File: src/rtl/win_wdog_pkg.sv
package win_wdog_pkg;
    localparam int MIN_LOG2 = 10;
    localparam int CNT_W    = MIN_LOG2 + 4;
    localparam int PRE_W    = 13;

    localparam logic [2:0] OFS_KICK = 3'h0;
    localparam logic [2:0] OFS_CTRL = 3'h2;
    localparam logic [2:0] OFS_STAT = 3'h4;
    localparam logic [2:0] OFS_ACT  = 3'h6;

    typedef logic [CNT_W-1:0] cnt_t;

    function automatic cnt_t reload_of(input logic [1:0] sel);
        case (sel)
            2'b00:   return cnt_t'((1 << MIN_LOG2) - 1);
            2'b01:   return cnt_t'((1 << (MIN_LOG2 + 2)) - 1);
            2'b10:   return cnt_t'((1 << (MIN_LOG2 + 3)) - 1);
            default: return cnt_t'((1 << (MIN_LOG2 + 4)) - 1);
        endcase
    endfunction

    typedef struct packed {
        cnt_t        cnt;
        logic        armed;
        logic        run;
        logic [15:0] ctrl;
        logic        ctrl_used;
        logic        act_rst;
        logic        act_used;
        logic        uf;
        logic        re;
        logic        rst_req;
        logic        irq;
    } core_t;
endpackage

File: src/rtl/win_wdog_presc.sv
module win_wdog_presc #(
    parameter int PRE_W = 13
) (
    input  logic       clk,
    input  logic       rst_n,
    input  logic       clear,
    input  logic       advance,
    input  logic [3:0] div_sel,
    output logic       tick
);
    logic [PRE_W-1:0] pre_q, pre_d;
    logic [PRE_W-1:0] limit;

    always_comb begin
        case (div_sel)
            4'h1:    limit = PRE_W'(3);
            4'h5:    limit = PRE_W'(255);
            4'h8:    limit = PRE_W'(8191);
            default: limit = '0;
        endcase
    end

    always_comb begin
        tick  = advance && (pre_q == limit);
        pre_d = pre_q;
        if (clear)        pre_d = '0;
        else if (tick)    pre_d = '0;
        else if (advance) pre_d = pre_q + 1'b1;
    end

    always_ff @(posedge clk) begin
        if (!rst_n) pre_q <= '0;
        else        pre_q <= pre_d;
    end
endmodule

File: src/rtl/win_wdog_window.sv
module win_wdog_window #(
    parameter int CNT_W = 14
) (
    input  logic [CNT_W-1:0] cnt,
    input  logic [CNT_W-1:0] reload,
    input  logic [1:0]       start_sel,
    input  logic [1:0]       end_sel,
    output logic             in_win
);
    logic [CNT_W:0] period, rem, quarter, half, three_q, start_thr, end_thr;

    always_comb begin
        period  = {1'b0, reload} + 1'b1;
        rem     = {1'b0, cnt} + 1'b1;
        quarter = period >> 2;
        half    = period >> 1;
        three_q = half + quarter;
        case (start_sel)
            2'b00:   start_thr = quarter;
            2'b01:   start_thr = three_q;
            2'b10:   start_thr = half;
            default: start_thr = period;
        endcase
        case (end_sel)
            2'b00:   end_thr = three_q;
            2'b01:   end_thr = half;
            2'b10:   end_thr = quarter;
            default: end_thr = '0;
        endcase
        in_win = (rem <= start_thr) && (rem > end_thr);
    end
endmodule

File: src/rtl/win_wdog.sv
module win_wdog #(
    parameter logic [15:0] CTRL_RST = 16'h33F3,
    parameter logic        ACT_RST  = 1'b1
) (
    input  logic        clk,
    input  logic        rst_n,
    input  logic        bus_wr,
    input  logic [2:0]  bus_addr,
    input  logic [1:0]  bus_be,
    input  logic [15:0] bus_wdata,
    output logic [15:0] bus_rdata,
    input  logic        cnt_en,
    input  logic        dbg_stop,
    output logic        rst_req,
    output logic        irq
);
    import win_wdog_pkg::*;

    core_t s_q, s_d;
    logic  wr_hit, kick_wr, ctrl_wr, act_wr, stat_wr;
    logic  refresh, err, uflow, tick, in_win, advance, pre_clr;
    cnt_t  reload;
    logic  run_w, uf_w;
    cnt_t  cnt_w;
    logic [15:0] ctrl_w;

    assign reload  = reload_of(s_q.ctrl[1:0]);
    assign advance = s_q.run && cnt_en && !dbg_stop;

    win_wdog_presc #(.PRE_W(PRE_W)) i_presc (
        .clk     (clk),
        .rst_n   (rst_n),
        .clear   (pre_clr),
        .advance (advance),
        .div_sel (s_q.ctrl[7:4]),
        .tick    (tick)
    );

    win_wdog_window #(.CNT_W(CNT_W)) i_window (
        .cnt       (s_q.cnt),
        .reload    (reload),
        .start_sel (s_q.ctrl[13:12]),
        .end_sel   (s_q.ctrl[9:8]),
        .in_win    (in_win)
    );

    always_comb begin
        s_d     = s_q;
        wr_hit  = bus_wr && !bus_addr[0];
        kick_wr = wr_hit && (bus_addr == OFS_KICK) && bus_be[0];
        ctrl_wr = wr_hit && (bus_addr == OFS_CTRL) && (bus_be != 2'b00);
        act_wr  = wr_hit && (bus_addr == OFS_ACT) && bus_be[0];
        stat_wr = wr_hit && (bus_addr == OFS_STAT) && bus_be[1];
        refresh = kick_wr && (bus_wdata[7:0] == 8'hFF) && s_q.armed;
        pre_clr = refresh || !s_q.run;

        if (kick_wr) s_d.armed = (bus_wdata[7:0] == 8'h00);

        if (ctrl_wr && !s_q.run && !s_q.ctrl_used) begin
            s_d.ctrl_used = 1'b1;
            if (bus_be[0]) s_d.ctrl[7:0]  = bus_wdata[7:0];
            if (bus_be[1]) s_d.ctrl[15:8] = bus_wdata[15:8];
        end

        if (act_wr && !s_q.run && !s_q.act_used) begin
            s_d.act_used = 1'b1;
            s_d.act_rst  = bus_wdata[7];
        end

        if (stat_wr) begin
            if (!bus_wdata[14]) s_d.uf = 1'b0;
            if (!bus_wdata[15]) s_d.re = 1'b0;
        end

        err   = refresh && s_q.run && !in_win;
        uflow = !refresh && tick && (s_q.cnt == '0);

        if (refresh) begin
            s_d.cnt = reload;
            s_d.run = 1'b1;
        end else if (tick) begin
            s_d.cnt = (s_q.cnt == '0) ? reload : s_q.cnt - 1'b1;
        end

        if (err)   s_d.re = 1'b1;
        if (uflow) s_d.uf = 1'b1;

        s_d.rst_req = (err || uflow) && s_q.act_rst;
        s_d.irq     = (err || uflow) && !s_q.act_rst;
    end

    always_ff @(posedge clk) begin
        if (!rst_n) begin
            s_q           <= '0;
            s_q.ctrl      <= CTRL_RST;
            s_q.act_rst   <= ACT_RST;
        end else begin
            s_q <= s_d;
        end
    end

    always_comb begin
        case (bus_addr[2:1])
            2'd0:    bus_rdata = 16'h00FF;
            2'd1:    bus_rdata = s_q.ctrl;
            2'd2:    bus_rdata = {s_q.re, s_q.uf, s_q.cnt};
            default: bus_rdata = {8'h00, s_q.act_rst, 7'b0};
        endcase
    end

    assign rst_req = s_q.rst_req;
    assign irq     = s_q.irq;
    assign run_w   = s_q.run;
    assign uf_w    = s_q.uf;
    assign cnt_w   = s_q.cnt;
    assign ctrl_w  = s_q.ctrl;
endmodule

File: config.mk
export PLATFORM = sky130hd
export DESIGN_NAME = win_wdog
export DESIGN_NICKNAME = d
export VERILOG_FILES = /design/src/rtl/win_wdog_pkg.sv /design/src/rtl/win_wdog_presc.sv /design/src/rtl/win_wdog_window.sv /design/src/rtl/win_wdog.sv
export SDC_FILE = /design/constraint.sdc
export NUM_CORES = 1
export LEC_CHECK = 0
export BUFFER_PORTS_ARGS = -buffer_cell sky130_fd_sc_hd__buf_2
export CAP_MARGIN = 10
export CORE_MARGIN = 4
export CORE_UTILIZATION = 55
export CTS_BUF_LIST = sky130_fd_sc_hd__clkbuf_8
export DETAILED_ROUTE_END_ITERATION = 16
export PLACE_DENSITY = 0.76
export SLEW_MARGIN = 0
export SYNTH_ARGS = -nofsm -noshare
export SYNTH_HDL_FRONTEND = slang
export SYNTH_SLANG_ARGS = --single-unit
File: constraint.sdc
create_clock -name clk -period 3.2 [get_ports clk]
set_input_delay 0.16 -clock clk [delete_from_list [all_inputs] [get_ports clk]]
set_output_delay 0.16 -clock clk [all_outputs]
set_load 0.005 [all_outputs]
### Word-level counts from Yosys, hierarchy flattened

Index checks and enable logic that the tools add are counted.

* register bits: 52
* output and inout port bits: 18

* add/subtract/negate cells: 5
* $lt $le $gt $ge: 2
* equality and inequality tests: 18
* muxes and demuxes: 13
* bitwise operators: 1
* reduce and logical (&&, ||, !) cells: 51

Operator list (count)
* $pmux 15 s3: 2
* $pmux 16 s3: 1
* $mux 14: 3
* $pmux 14 s3: 1
* $pmux 13 s3: 1
* $add 14x1->15 const B: 2
* $logic_and 1x1->1: 25
* $add 14x13->15: 1
* $gt 15x15->1: 1
* $le 15x15->1: 1
* $logic_not 14->1: 1
* $sub 14x1->14 const B: 1
* $add 13x1->13 const B: 1
* $eq 13x13->1: 1
* $eq 2x1->1 const B: 4
* $eq 2x2->1 const B: 4
* $eq 8x8->1 const B: 1
* $logic_not 1->1: 8
* $logic_not 2->1: 4
* $logic_not 8->1: 1
* $reduce_and 2->1: 4
* $reduce_bool 2->1: 4
* $eq 3x3->1 const B: 2
* $eq 4x1->1 const B: 1
* other kinds (10): 15

### Logic depth before layout (Yosys ltp)

* depth after elaboration: 11
* gate-level depth with buffers: 16
* gate-level depth less buffers: 16

### Modules after synthesis

From an unflattened synthesis, not the netlist that was laid out.

* cells, all modules: 713
* area, all modules: 5486.5 um2

Modules (own cells, without submodules)
* win_wdog_window: instances 1, cells an instance 382, area an instance 2642.5 um2
* win_wdog: instances 1, cells an instance 244, area an instance 2082.0 um2
* win_wdog_presc: instances 1, cells an instance 87, area an instance 762.0 um2

### Worst setup path after synthesis

OpenSTA, ideal clock, no wires.

* path kind: flip-flop to flip-flop
* from: reg s_q (netlist bit cnt_w[3])
* to: reg s_q (netlist bit rst_req)
* library setup time: 122 ps
* arrival time: 2772 ps
* required time: 3078 ps
* path slack: 306 ps
* cell stages (with the launch flop): 14
* buffers on the path: 0
* cell sequence: dfxtp_1 -> nand3_1 -> nor3_1 -> and2_1 -> nand4_1 -> xnor2_1 -> ha_1 -> nand4_1 -> o221a_2 -> nand2_1 -> o21ai_0 -> a2111oi_0 -> a21boi_2 -> o22ai_1

* word-level cells in the longest chain between the ends: 7
* elaborated cells on any way between the ends: 10
* those cells by class: 1 x add/sub; 2 x order compare; 7 x reduce/logical

Ends and longest elaborated chain
* start, declared: RTL line win_wdog.sv:19 `core_t s_q, s_d;`
* $add 14x1->15: RTL line win_wdog_window.sv:14 `rem = {1'b0, cnt} + 1'b1;`
* $le 15x15->1 / $gt 15x15->1 (equally long branches): RTL line win_wdog_window.sv:30 `in_win = (rem <= start_thr) && (rem > end_thr);`
* $logic_and 1x1->1: RTL line win_wdog_window.sv:30
* $logic_not 1->1: RTL line win_wdog.sv:75 `err = refresh && s_q.run && !in_win;`
* $logic_and 1x1->1: RTL line win_wdog.sv:75
* $logic_or 1x1->1 (*): RTL line win_wdog.sv:88 `s_d.rst_req = (err || uflow) && s_q.act_rst;`
* $logic_and 1x1->1 (*): RTL line win_wdog.sv:88

Mark *: on every way between the ends. The rest lies on a longest branch, timed or not.
A chain may end at the register's enable or synchronous reset.

### Final worst setup path

* from: reg s_q (netlist bit ctrl_w[0])
* to: reg s_q (netlist bit rst_req)

* word-level cells in the longest chain between the ends: 11
* elaborated cells on any way between the ends: 15
* those cells by class: 2 x add/sub; 2 x order compare; 2 x eq/ne; 3 x mux; 6 x reduce/logical

Ends and longest elaborated chain
* $eq 2x2->1, or another cell as far along: RTL line win_wdog_pkg.sv:14 `case (sel)`
* $pmux 14 s3 (*): RTL line win_wdog_pkg.sv:14
* $add 14x1->15 (*): RTL line win_wdog_window.sv:13 `period = {1'b0, reload} + 1'b1;`
* $add 14x13->15: RTL line win_wdog_window.sv:17 `three_q = half + quarter;`
* $pmux 15 s3 (on tied branches): RTL line win_wdog_window.sv:18, win_wdog_window.sv:24
* $le 15x15->1 / $gt 15x15->1 (equally long branches): RTL line win_wdog_window.sv:30
* $logic_and 1x1->1 (*): RTL line win_wdog_window.sv:30
* $logic_not 1->1 (*): RTL line win_wdog.sv:75
* $logic_and 1x1->1 (*): RTL line win_wdog.sv:75
* $logic_or 1x1->1 (*): RTL line win_wdog.sv:88
* $logic_and 1x1->1 (*): RTL line win_wdog.sv:88

Marks and branches as above.

==> results by group <==
Status
  • Outcome: completed

Worst hold path
  • Hold Path Stages: 3
  • Hold/Removal Path Class: primary input to register

Setup path
  • Reg2reg end: rst_req
  • Critical Path Source: ctrl_w[0]
  • R2R Path Start: ctrl_w[0]
  • WP data required: 3.40 ns
  • End of the critical path: rst_req
  • Startpoint types: register
  • Worst reg2reg setup slack: 0.11 ns
  • Max FO, Critical Path: 7
  • CP endpoint kind: register
  • Critical path class: register to register
  • R2r worst-path depth: 15
  • CP arrival: 3.28 ns

Routing
  • Drt drc: 0
  • Antenna Nets Post-Route: 0
  • Post-DR wirelength/cell: 16.69 um
  • Final wirelength: 9913 um
  • DR vias/cell: 6.062
  • Via count: 3601
  • Pre-Repair DR Iteration Count: 5
  • Initial drt markers: 207

CTS
  • Clock buffers created by TritonCTS: 5
  • TritonCTS clock tree: done
  • Clk Latency, worst-skew pair: 0.30 ns
  • Register clock-pin slew on the reported worst setup and hold paths: 0.10 ns
  • H-Tree Level Count: 2
  • Clk root buf: clkbuf_8
  • Clk buf depth: 2
  • Clock Sinks: 52
  • # Post-CTS Setup Buffers: 0

Timing
  • Period utilization: 0.9648
  • Fin Setup TNS: 0 ns
  • Final Worst Setup Slack: 0.1126 ns
  • Tmin final: 3.087 ns
  • Setup violators final: 0
  • Max-slew violations: 0
  • RSZ-0062 raised after global routing: no
  • Worst-Margin Slew: 0.7935 ns
  • Peak Freq: 0.3239 GHz
  • Slew HR: 0.4666
  • Final Hold Vio Count: 0
  • Final Skew: 0.005591 ns

Power
  • Total power draw: 1.312 mW
  • LEAKAGE: 1.761 nW
  • Peak VDD IR: 0.2348 mV
  • Power density over the cells: 310.4 mW/mm^2

Global routing
  • First-pass GRT wire length: 15820 um
  • Vias in the first global route: 3219
  • Pin count of the biggest net entering global routing: 39
  • GRT Total Usage: 0.2355
  • Total grt overflow: 0
  • Initial antenna violation count: 0

Logic synthesis
  • Avg Cell Area, Syn: 7.834 um^2
  • Yosys warns: 0
  • Fraction of registers with async set/reset: 0
  • EDFF count, synth: 0
  • Library cells used by synthesis: 58
  • Commonest register cell after synthesis: dfxtp_1
  • Most common cell in the netlist: nand2_1
  • Commonest cells in the netlist: 59 x nand2_1, 52 x dfxtp_1, 43 x nor2_1
  • Seq cells post-synth: 52
  • Syn Nets: 518
  • Mapped Area: 0.003690 mm^2
  • Proportion of netlist area held by the largest area contributor: 0.2821
  • Post-Synthesis Cells: 471
  • Ranking of synthesized cells by area: dfxtp_1 28%, ha_1 7.1%, nand2_1 6.0%
  • Sequential area share after synthesis: 0.2821
  • Biggest area consumer among synthesized cells: dfxtp_1

Placed design
  • Hpwl dp: 7635 um
  • Placed cells: 586
  • Place WS: 0.1255 ns
  • Port Buffer Count: 43
  • Placer Congestion: 0.9889

Floorplanning
  • Die H: 89.91 um
  • Initial Utilization: 0.5745
  • Core Region: 0.006422 mm^2
  • Die Wd: 89.91 um
  • I/O pin count: 44
  • Rows: 29
  • Die Area: 0.008083 mm^2

Layout
  • P&R area growth vs syn: 14.58%
  • Final Util: 0.6583
  • Share of post-route cells with drive strength above 1: 0.1934
  • Nets: 563
  • Non-Filler Instances: 594
  • Diodes inserted: 0

Run
  • MaxCap Viol Count: 0
## cell families (layout without fill, tap and decap cells)
logic type,Yosys count,in the layout,synth area share
adder cells (fa/ha/maj),21,21,0.07121
AND/OR/NAND/NOR,208,208,0.2899
XOR/XNOR,20,20,0.04747
AO/OA/AOI/OAI,110,110,0.2116
flip-flops,52,52,0.2821
multiplexers,20,20,0.05426
buffers and inverters,40,86,0.04340
## registers in the layout, indices dropped and copies added (netlist names)
register       cells
uf_w               1
rst_req            1
s_q                5
cnt_w             14
irq                1
run_w              1
i_presc.pre_q     13
ctrl_w            16
## per-stage QoR
step	instance area, um^2	hold slack [ns]
2_1_floorplan	3690	0.2888
3_3_place_gp	4060	0.3734
3_5_place_dp	4060	0.3828
4_1_cts	4198	0.06102
5_1_grt	4228	0.07344
6_report	4228	0.06388
## area by class of cell
cell class	count	area (um^2)
clock buffers	5	68.82
clock inverters	3	68.82
fillers	524	2195
inverters	15	56.30
multi-input cells	379	2530
flip-flops and latches	52	1042
well taps	77	96.34
repair buffers	63	365.4
## worst min-delay path by stage
stage                              from         end
after global routing      bus_wdata[12]  ctrl_w[12]
after detailed placement  bus_wdata[12]  ctrl_w[12]
after CTS                 bus_wdata[12]  ctrl_w[12]
after floorplan           bus_wdata[12]  ctrl_w[12]
after global placement     bus_wdata[8]   ctrl_w[8]
final                     bus_wdata[12]  ctrl_w[12]
## worst max-delay path, cell delays in order (launching register included)
cell,delay [ns]
dfxtp_1,0.32
inv_1,0.20
ha_2,0.31
mux2i_1,0.12
nor2_1,0.10
a21oi_1,0.05
nor2_1,0.12
a21oi_1,0.07
ha_1,0.34
and4_1,0.24
nand4b_1,0.10
mux2i_1,0.19
o22ai_1,0.12
a2111oi_1,0.32
a21boi_2,0.28
o22ai_1,0.11
## power by group
group | internal (mW) | switching [mW]
Sequential | 0.651 | 0.00489
Clock | 0.315 | 0.235
Combinational | 0.0463 | 0.0598
Total | 1.01 | 0.300
## cells in the final DEF (no fill, tap or decap), drive strengths merged, types with 6 or more instances in the layout
cell     n
mux2i   20
a21oi   29
a22o     6
nor4    11
inv     16
buf     63
ha      21
nor3    15
a21boi   8
xor2    10
o211ai   8
o21ai   19
nand4    6
o221a    9
nor2b   15
nand3   15
nand2   59
nor2    43
dfxtp   52
nand2b   9
xnor2   10
or3      6
## per-layer routing
layer	track usage	part of all wire	up-vias	routed length, um
li1	-	-	1791	-
met1	0.3361	0.46	1663	4512
met2	0.3791	0.46	135	4589
met3	0.03589	0.069	12	688
met4	0.04719	0.012	0	123
met5	0	0	-	0
## repair_timing
action / 4_1_cts / 5_1_grt
hold buffers: 0 / 0
gates resized for setup: 0 / 7
endpoints found under the setup margin: 0 / 3
Power figures use the tool's default switching activity.
